--- src/rtl/secs_tally_pkg.sv ---
package secs_tally_pkg;
  localparam int BCD_W = 4;

  typedef struct packed {
    logic [BCD_W-1:0] tens;
    logic [BCD_W-1:0] ones;
  } bcd2_t;
endpackage

--- src/rtl/btn_sync.sv ---
module btn_sync #(
  parameter int STAGES = 2,
  parameter bit EDGE   = 1'b0
) (
  input  logic clk,
  input  logic rst,
  input  logic raw,
  output logic level,
  output logic rise
);
  localparam int LEN = STAGES + (EDGE ? 1 : 0);

  logic [LEN-1:0] sh;

  always_ff @(posedge clk) begin
    if (rst) sh <= '0;
    else     sh <= {sh[LEN-2:0], raw};
  end

  assign level = sh[STAGES-1];

  generate
    if (EDGE) begin : g_edge
      assign rise = sh[STAGES-1] & ~sh[STAGES];
    end else begin : g_noedge
      assign rise = 1'b0;
    end
  endgenerate
endmodule

--- src/rtl/tick_gen.sv ---
module tick_gen #(
  parameter int TICK_DIV = 50_000_000
) (
  input  logic clk,
  input  logic clr,
  output logic tick
);
  localparam int CW = (TICK_DIV > 2) ? $clog2(TICK_DIV) : 1;
  localparam logic [CW-1:0] LAST = CW'(TICK_DIV - 1);

  logic [CW-1:0] cnt;

  assign tick = (cnt == LAST);

  always_ff @(posedge clk) begin
    if (clr)       cnt <= '0;
    else if (tick) cnt <= '0;
    else           cnt <= cnt + 1'b1;
  end
endmodule

--- src/rtl/bcd_sat_counter.sv ---
module bcd_sat_counter
  import secs_tally_pkg::*;
#(
  parameter int LIMIT = 20
) (
  input  logic  clk,
  input  logic  clr,
  input  logic  step,
  output bcd2_t value,
  output logic  done
);
  localparam logic [BCD_W-1:0] PRE_T = BCD_W'((LIMIT - 1) / 10);
  localparam logic [BCD_W-1:0] PRE_O = BCD_W'((LIMIT - 1) % 10);

  logic at_pre;
  assign at_pre = (value.tens == PRE_T) && (value.ones == PRE_O);

  always_ff @(posedge clk) begin
    if (clr) begin
      value <= '0;
      done  <= 1'b0;
    end else if (step && !done) begin
      if (value.ones == BCD_W'(9)) begin
        value.ones <= '0;
        value.tens <= value.tens + 1'b1;
      end else begin
        value.ones <= value.ones + 1'b1;
      end
      if (at_pre) done <= 1'b1;
    end
  end
endmodule

--- src/rtl/secs_tally.sv ---
module secs_tally
  import secs_tally_pkg::*;
#(
  parameter int TICK_DIV    = 50_000_000,
  parameter int LIMIT       = 20,
  parameter int SYNC_STAGES = 2
) (
  input  logic             clk,
  input  logic             rst,
  input  logic             btn_go,
  input  logic             btn_clr,
  output logic [BCD_W-1:0] tens_bcd,
  output logic [BCD_W-1:0] ones_bcd,
  output logic             win
);
  logic  go_rise, go_lvl_unused;
  logic  clr_lvl, clr_rise_unused;
  logic  clear_all, tick, run;
  bcd2_t value;

  btn_sync #(.STAGES(SYNC_STAGES), .EDGE(1'b1)) go_sync_i (
    .clk(clk), .rst(rst), .raw(btn_go), .level(go_lvl_unused), .rise(go_rise)
  );

  btn_sync #(.STAGES(SYNC_STAGES), .EDGE(1'b0)) clr_sync_i (
    .clk(clk), .rst(rst), .raw(btn_clr), .level(clr_lvl), .rise(clr_rise_unused)
  );

  assign clear_all = rst | clr_lvl;

  tick_gen #(.TICK_DIV(TICK_DIV)) tick_i (
    .clk(clk), .clr(clear_all), .tick(tick)
  );

  always_ff @(posedge clk) begin
    if (clear_all)            run <= 1'b0;
    else if (go_rise && !win) run <= ~run;
  end

  bcd_sat_counter #(.LIMIT(LIMIT)) cnt_i (
    .clk(clk), .clr(clear_all), .step(tick & run), .value(value), .done(win)
  );

  assign tens_bcd = value.tens;
  assign ones_bcd = value.ones;
endmodule

--- config.mk ---
export PLATFORM = sky130hd
export DESIGN_NAME = secs_tally
export DESIGN_NICKNAME = d
export VERILOG_FILES = /design/src/rtl/secs_tally_pkg.sv /design/src/rtl/btn_sync.sv /design/src/rtl/tick_gen.sv /design/src/rtl/bcd_sat_counter.sv /design/src/rtl/secs_tally.sv
export SDC_FILE = /design/constraint.sdc
export NUM_CORES = 1
export LEC_CHECK = 0
export CAP_MARGIN = 10
export CORE_UTILIZATION = 40
export DETAILED_ROUTE_END_ITERATION = 12
export DONT_BUFFER_PORTS = 1
export SYNTH_ARGS = -nofsm -noshare
export SYNTH_HDL_FRONTEND = slang
export SYNTH_SLANG_ARGS = --single-unit
--- constraint.sdc ---
create_clock -name clk -period 2.2 [get_ports clk]
set_input_delay 0.33 -clock clk [delete_from_list [all_inputs] [get_ports clk]]
set_output_delay 0.33 -clock clk [all_outputs]
set_load 0.005 [all_outputs]
==> flow_summary.json, run 1 <==
{
  "fp.dieH_um": 70.04,
  "nNetsFinal": 224,
  "vias_per_cell": 5.770,
  "grt_pass1_vias": 1462,
  "setup_viol": 0,
  "clockBufferDepth": 2,
  "post_cts_resized": 0,
  "syn_inst": 211,
  "slew_headroom": 0.7564,
  "finalCritPeriodShare": 0.9423,
  "worstMarginPinSlew_ns": 0.3603,
  "yosysSeqAreaShare": 0.4432,
  "ys_ff_latch": 41,
  "start_util": 0.4195,
  "crit_cells": 5,
  "leakage_nw": 0.6333,
  "die-area_um2": 4906,
  "fillCellCount": 423,
  "root_buffer": "clkbuf_8",
  "finalPower_mw": 1.426,
  "ys.flop_type": "dfxtp_1",
  "powerDensity_nw_per_um2": 689.0,
  "outcome": "finished, final reports clean",
  "die_x_um": 70.04,
  "async_flop_share": 0,
  "utilization": 0.4688,
  "firstDrtPassIters": 4,
  "cts_buffers": 5,
  "grt_overflow": 0,
  "cp_data_required_time_ns": 2.39,
  "path_max_fanout": 10,
  "num_antenna_cells": 0,
  "gp_congestion": 0.7729,
  "vias": 1558,
  "syn_avg_cell_area_um2": 8.776,
  "cp_slowest_cell": "or3_1",
  "clk_pin_slew_worst_paths_ns": 0.08,
  "insertion_delay_ns": 0.29,
  "drive_gt1_frac": 0.09174,
  "final_cells": 270,
  "synth_edf_count": 0,
  "grt_pass1_wl_um": 6375,
  "syn_area_um2": 1852,
  "critPathMaxStageDelay_ns": 0.56,
  "crit_path_end_kind": "flip-flop",
  "avgRoutedWirePerCell_um": 13.56,
  "core_um2": 4414,
  "skew_ns": 0.006502,
  "grt_setup_unrepaired": "no",
  "fin_crit_ns": 2.073,
  "num_rows": 24,
  "pin_count": 13,
  "arrival_ns": 2.26,
  "antenna_found_initial": 0,
  "start_kind": "flip-flop",
  "io_buffers": 0,
  "dp_hpwl_um": 2540,
  "post-route-drc-count": 0,
  "grt_max_degree": 25,
  "max_freq_mhz": 482.4,
  "ant_nets": 0,
  "place_inst": 262,
  "path_class": "reg -> reg",
  "critPathBufInv": 0,
  "totalWireLength_um": 3660,
  "ys_warn_count": 0,
  "finalHoldViolCount": 0,
  "ctsHoldBuffers": 0,
  "ir_worst_vdd_uv": 390.2,
  "cts_sinks": 41,
  "yosysUniqueCellTypes": 34,
  "slew_viol_final": 0,
  "hold_path_class": "in -> reg",
  "worstRegToRegCells": 5,
  "cp_top_family": "simple AND/OR/NAND/NOR gates",
  "synth_nets": 218,
  "maxCapViolations": 0,
  "setup_tns_ns": 0,
  "placed_area_um2": 1949,
  "hold_depth": 1,
  "initialDrtViolationCount": 46,
  "crit_chain": "ha_1, nand4_1, or3_1, nor3_1, mux2_2",
  "areaGrowthSynthToFinish_pct": 11.76,
  "cts_tree": "built",
  "fin_area_um2": 2069,
  "htree_levels": 2,
  "grt_usage": 0.1626
}
==> cell usage in the layout, fill, tap and decap left out, types with 2 or more instances in the layout <==
cell / n
buf_4: 7
and4_1: 2
o31ai_1: 9
nand4_1: 8
xor2_1: 5
nor2b_1: 6
a21oi_1: 18
nand2_1: 9
xnor2_1: 7
dfxtp_1: 41
nor4b_1: 2
o21ai_0: 9
or4_1: 12
ha_1: 3
or4_4: 2
o41ai_1: 2
nor3_1: 4
nor2_1: 20
or3_1: 12
nand2b_1: 2
and3_1: 2
o311ai_0: 2
nand3_1: 9
clkbuf_8: 6
inv_1: 6
nand3b_1: 2
==> through the flow <==
stage / hold WS [ns] / worst slack (ns)
after floorplan: 0.4016 / 0.2143
after global placement: 0.4033 / 0.1923
after detailed placement: 0.4049 / 0.1363
after CTS: 0.08084 / 0.1214
after global routing: 0.07096 / 0.02054
final: 0.09045 / 0.1269
==> final cells by class <==
class	count	area (um^2)	area share
Inverter	6	22.52	0.01088
Tap cell	52	65.06	0.03144
Timing Repair Buffer	8	72.57	0.03507
Clock buffer	6	82.58	0.03990
Sequential cell	41	820.8	0.3966
Clock inverter	2	37.54	0.01814
Multi-Input combinational cell	155	968.4	0.4680
==> Yosys cell counts (all sizes together), types with 2 or more instances <==
library cell | number | area share
o31ai | 9 | 0.036
nand3b | 2 | 0.0081
a21oi | 18 | 0.049
and4 | 2 | 0.0095
or3 | 12 | 0.041
ha | 3 | 0.020
nor2 | 20 | 0.041
xnor2 | 7 | 0.033
xor2 | 5 | 0.024
dfxtp | 41 | 0.44
nor3 | 4 | 0.011
nor4b | 2 | 0.0095
o21ai | 10 | 0.027
clkbuf | 4 | 0.0081
inv | 6 | 0.012
o311ai | 2 | 0.0095
nand3 | 9 | 0.024
nand4 | 8 | 0.027
nand2 | 9 | 0.018
or4 | 14 | 0.061
nand2b | 2 | 0.0068
o41ai | 2 | 0.0095
and3 | 2 | 0.0068
buf | 5 | 0.014
nor2b | 6 | 0.020
==> metal layers <==
layer	part of all wire	track usage	up-vias
li1	-	-	792
met1	0.49	0.2040	725
met3	0.049	0.05772	8
met2	0.44	0.2585	33
met5	0	0	-
met4	0.017	0.05556	0
==> power by group <==
group	total, mW	internal [mW]	switching [mW]
Combinational	0.0407	0.0173	0.0233
Clock	0.628	0.369	0.259
Sequential	0.757	0.751	0.00655
==> path summary, 6_finish.rpt <==
path | endpoint | slack, ns | start
setup / recovery | cnt_i.value[5] | 0.13 | tick_i.cnt[1]
hold / removal | clr_sync_i.sh[1] | 0.09 | rst
setup reg to reg | cnt_i.value[5] | 0.13 | tick_i.cnt[1]
hold reg to reg | go_sync_i.sh[1] | 0.45 | go_sync_i.sh[0]
==> cell families after synthesis <==
family,after synthesis,share of synthesized area
xor+xnor,12,0.05676
flops,41,0.4432
buf+inv,15,0.03378
compound gates,43,0.1399
simple gates,96,0.3000
fa+ha+maj,3,0.02027
mux,1,0.006081
==> registers in the layout, indices dropped and copies added, names as in the netlist <==
register       cells
cnt_i.done         1
go_sync_i.sh       3
run                1
cnt_i.value        8
clr_sync_i.sh      2
tick_i.cnt        26
==> what timing repair did <==
action | in CTS | in global routing
setup endpoints to repair | 0 | 1
endpoints found under the hold margin | 0 | 0
buffers inserted | 0 | 0
Note: power is estimated with default switching activity, not from simulation.
==> inputs of run 2 (changes only) <==
--- a/config.mk
+++ b/config.mk
@@ -6,7 +6,7 @@
 export NUM_CORES = 1
 export LEC_CHECK = 0
 export CAP_MARGIN = 10
-export CORE_UTILIZATION = 40
+export CORE_UTILIZATION = 35
 export DETAILED_ROUTE_END_ITERATION = 12
 export DONT_BUFFER_PORTS = 1
 export SYNTH_ARGS = -nofsm -noshare
==> run 2 against run 1 <==
Net effect:
- utilization decreased by 6.6 points
- hold slack improved by 0.0033 ns
- first-iteration DRC count increased to 2.6 times the previous value
- final cell count increased by 6.7%
- power decreased by 10%
- via count decreased by 3.1%
- combinational power increased by 5%
- fmax increased by 0.49%
- global-route usage decreased by 1.5 points
- worst setup slack improved by 0.010 ns
- critical path type unchanged
- highest routed layer unchanged
==> flow_summary.json, run 2 (synthesized netlist as in run 1, its figures left out) <==
{
  "firstDrtPassIters": 5,
  "regMostFlops": "tick_i.cnt",
  "pin_count": 13,
  "dp_hpwl_um": 2408,
  "post_cts_resized": 0,
  "p_sw_frac": 0.2234,
  "critPathBufInv": 0,
  "pwr-share-comb": 0.033,
  "ctsHoldBuffers": 0,
  "timing.hold.ws_ns": 0.09371,
  "crit_path_end_kind": "flip-flop",
  "hold_path_class": "in -> reg",
  "maxCapViolations": 0,
  "slew_headroom": 0.7909,
  "worstSetupStartpoint": "tick_i.cnt[1]",
  "powerDensity_nw_per_um2": 622.3,
  "finalCritPeriodShare": 0.9377,
  "setup_tns_ns": 0,
  "path_class": "reg -> reg",
  "leakage_nw": 0.6156,
  "avgRoutedWirePerCell_um": 12.48,
  "initialDrtViolationCount": 119,
  "switching_power_uw": 285.7,
  "path_max_fanout": 10,
  "arrival_ns": 2.25,
  "cp_top_family": "simple AND/OR/NAND/NOR gates",
  "cts_setup_buffers": 0,
  "grt_pass1_vias": 1356,
  "worstMarginPinSlew_ns": 0.3098,
  "clockBufferDepth": 2,
  "gp_congestion": 0.7642,
  "skew_ns": 0.002531,
  "totalWireLength_um": 3594,
  "grt_setup_unrepaired": "no",
  "regToRegSetupSlack_ns": 0.14,
  "crit_cells": 5,
  "ant_nets": 0,
  "fillCellCount": 523,
  "grt_usage": 0.1474,
  "place_inst": 280,
  "cts_sinks": 41,
  "crit_chain": "ha_1, nand4_1, or3_1, nor3_1, mux2_2",
  "die_x_um": 74.74,
  "final_common_cell": "dfxtp_1",
  "fin_crit_ns": 2.063,
  "num_antenna_cells": 0,
  "finalHoldViolCount": 0,
  "post-route-drc-count": 0,
  "cp_data_required_time_ns": 2.39,
  "final_cells": 288,
  "slew_viol_final": 0,
  "start_util": 0.3626,
  "largest_reg_flops": 26,
  "insertion_delay_ns": 0.29,
  "grt_pass1_wl_um": 6306,
  "pwr-share-clk": 0.376,
  "worstRegToRegCells": 5,
  "num_rows": 26,
  "critPathMaxStageDelay_ns": 0.55,
  "io_buffers": 0,
  "cts_tree": "built",
  "max_freq_mhz": 484.7,
  "finalPower_mw": 1.279,
  "r2r-start": "tick_i.cnt[1]",
  "vias_per_cell": 5.240,
  "p_int_uw": 993.5,
  "top_regs": "tick_i.cnt x26, cnt_i.value x8, go_sync_i.sh x3",
  "core_um2": 5107,
  "areaGrowthSynthToFinish_pct": 11.01,
  "cp_slowest_cell": "or3_1",
  "root_buffer": "clkbuf_8",
  "crit_end": "cnt_i.value[5]",
  "setup_viol": 0,
  "r2r-end": "cnt_i.value[5]",
  "clk_pin_slew_worst_paths_ns": 0.08,
  "outcome": "finished, final reports clean",
  "htree_levels": 2,
  "drive_gt1_frac": 0.08257,
  "grt_overflow": 0,
  "vias": 1509,
  "antenna_found_initial": 0,
  "power.share.sequential": 0.591,
  "grt_max_degree": 25,
  "nNetsFinal": 224,
  "most-common-layout-cells": "dfxtp_1, nor2_1, a21oi_1",
  "cts_buffers": 5,
  "start_kind": "flip-flop",
  "ir_worst_vdd_uv": 371.3,
  "fp.dieH_um": 74.74,
  "die-area_um2": 5585
}
run 2: final cells by class:
cell class / instances / area (um^2) / share of cell area
Sequential cell: 41 / 820.8 / 0.3993
Timing Repair Buffer: 8 / 72.57 / 0.03530
Tap cell: 70 / 87.58 / 0.04261
Clock inverter: 1 / 7.507 / 0.003652
Inverter: 6 / 22.52 / 0.01096
Multi-Input combinational cell: 155 / 968.4 / 0.4711
Clock buffer: 7 / 76.32 / 0.03713
run 2: per-stage QoR:
step | utilization | cell area [um^2] | worst slack (ns)
2_1_floorplan | - | 1852 | 0.2143
3_3_place_gp | 0.3861 | 1972 | 0.1378
3_5_place_dp | 0.3861 | 1972 | 0.1129
4_1_cts | 0.4025 | 2056 | 0.09054
5_1_grt | 0.4025 | 2056 | 0.01340
6_report | 0.4025 | 2056 | 0.1370
run 2: how the worst min path moves through the flow:
stage / startpoint / to / slack, ns / depth (start not counted)
3_3_place_gp: rst / clr_sync_i.sh[1] / 0.40 / 1
2_1_floorplan: rst / clr_sync_i.sh[0] / 0.40 / 1
3_5_place_dp: rst / clr_sync_i.sh[1] / 0.40 / 1
4_1_cts: rst / clr_sync_i.sh[0] / 0.09 / 1
6_report: rst / clr_sync_i.sh[1] / 0.09 / 1
5_1_grt: rst / clr_sync_i.sh[0] / 0.08 / 1
run 2: power groups by stage:
stage / Sequential [mW] / Combinational [mW] / Clock [mW]
CTS: 0.756 / 0.0432 / 0.499
detailed placement: 0.774 / 0.0431 / 0
global placement: 0.773 / 0.0434 / 0
global route: 0.757 / 0.0488 / 0.526
floorplan: 0.774 / 0.0265 / 0
finish: 0.756 / 0.0426 / 0.480
run 2: layer usage:
layer	track usage	up-vias	routed length, um
li1	-	794	-
met1	0.1977	690	1832
met2	0.2252	19	1591
met3	0.03347	6	110
met4	0.06918	0	59
met5	0	-	0
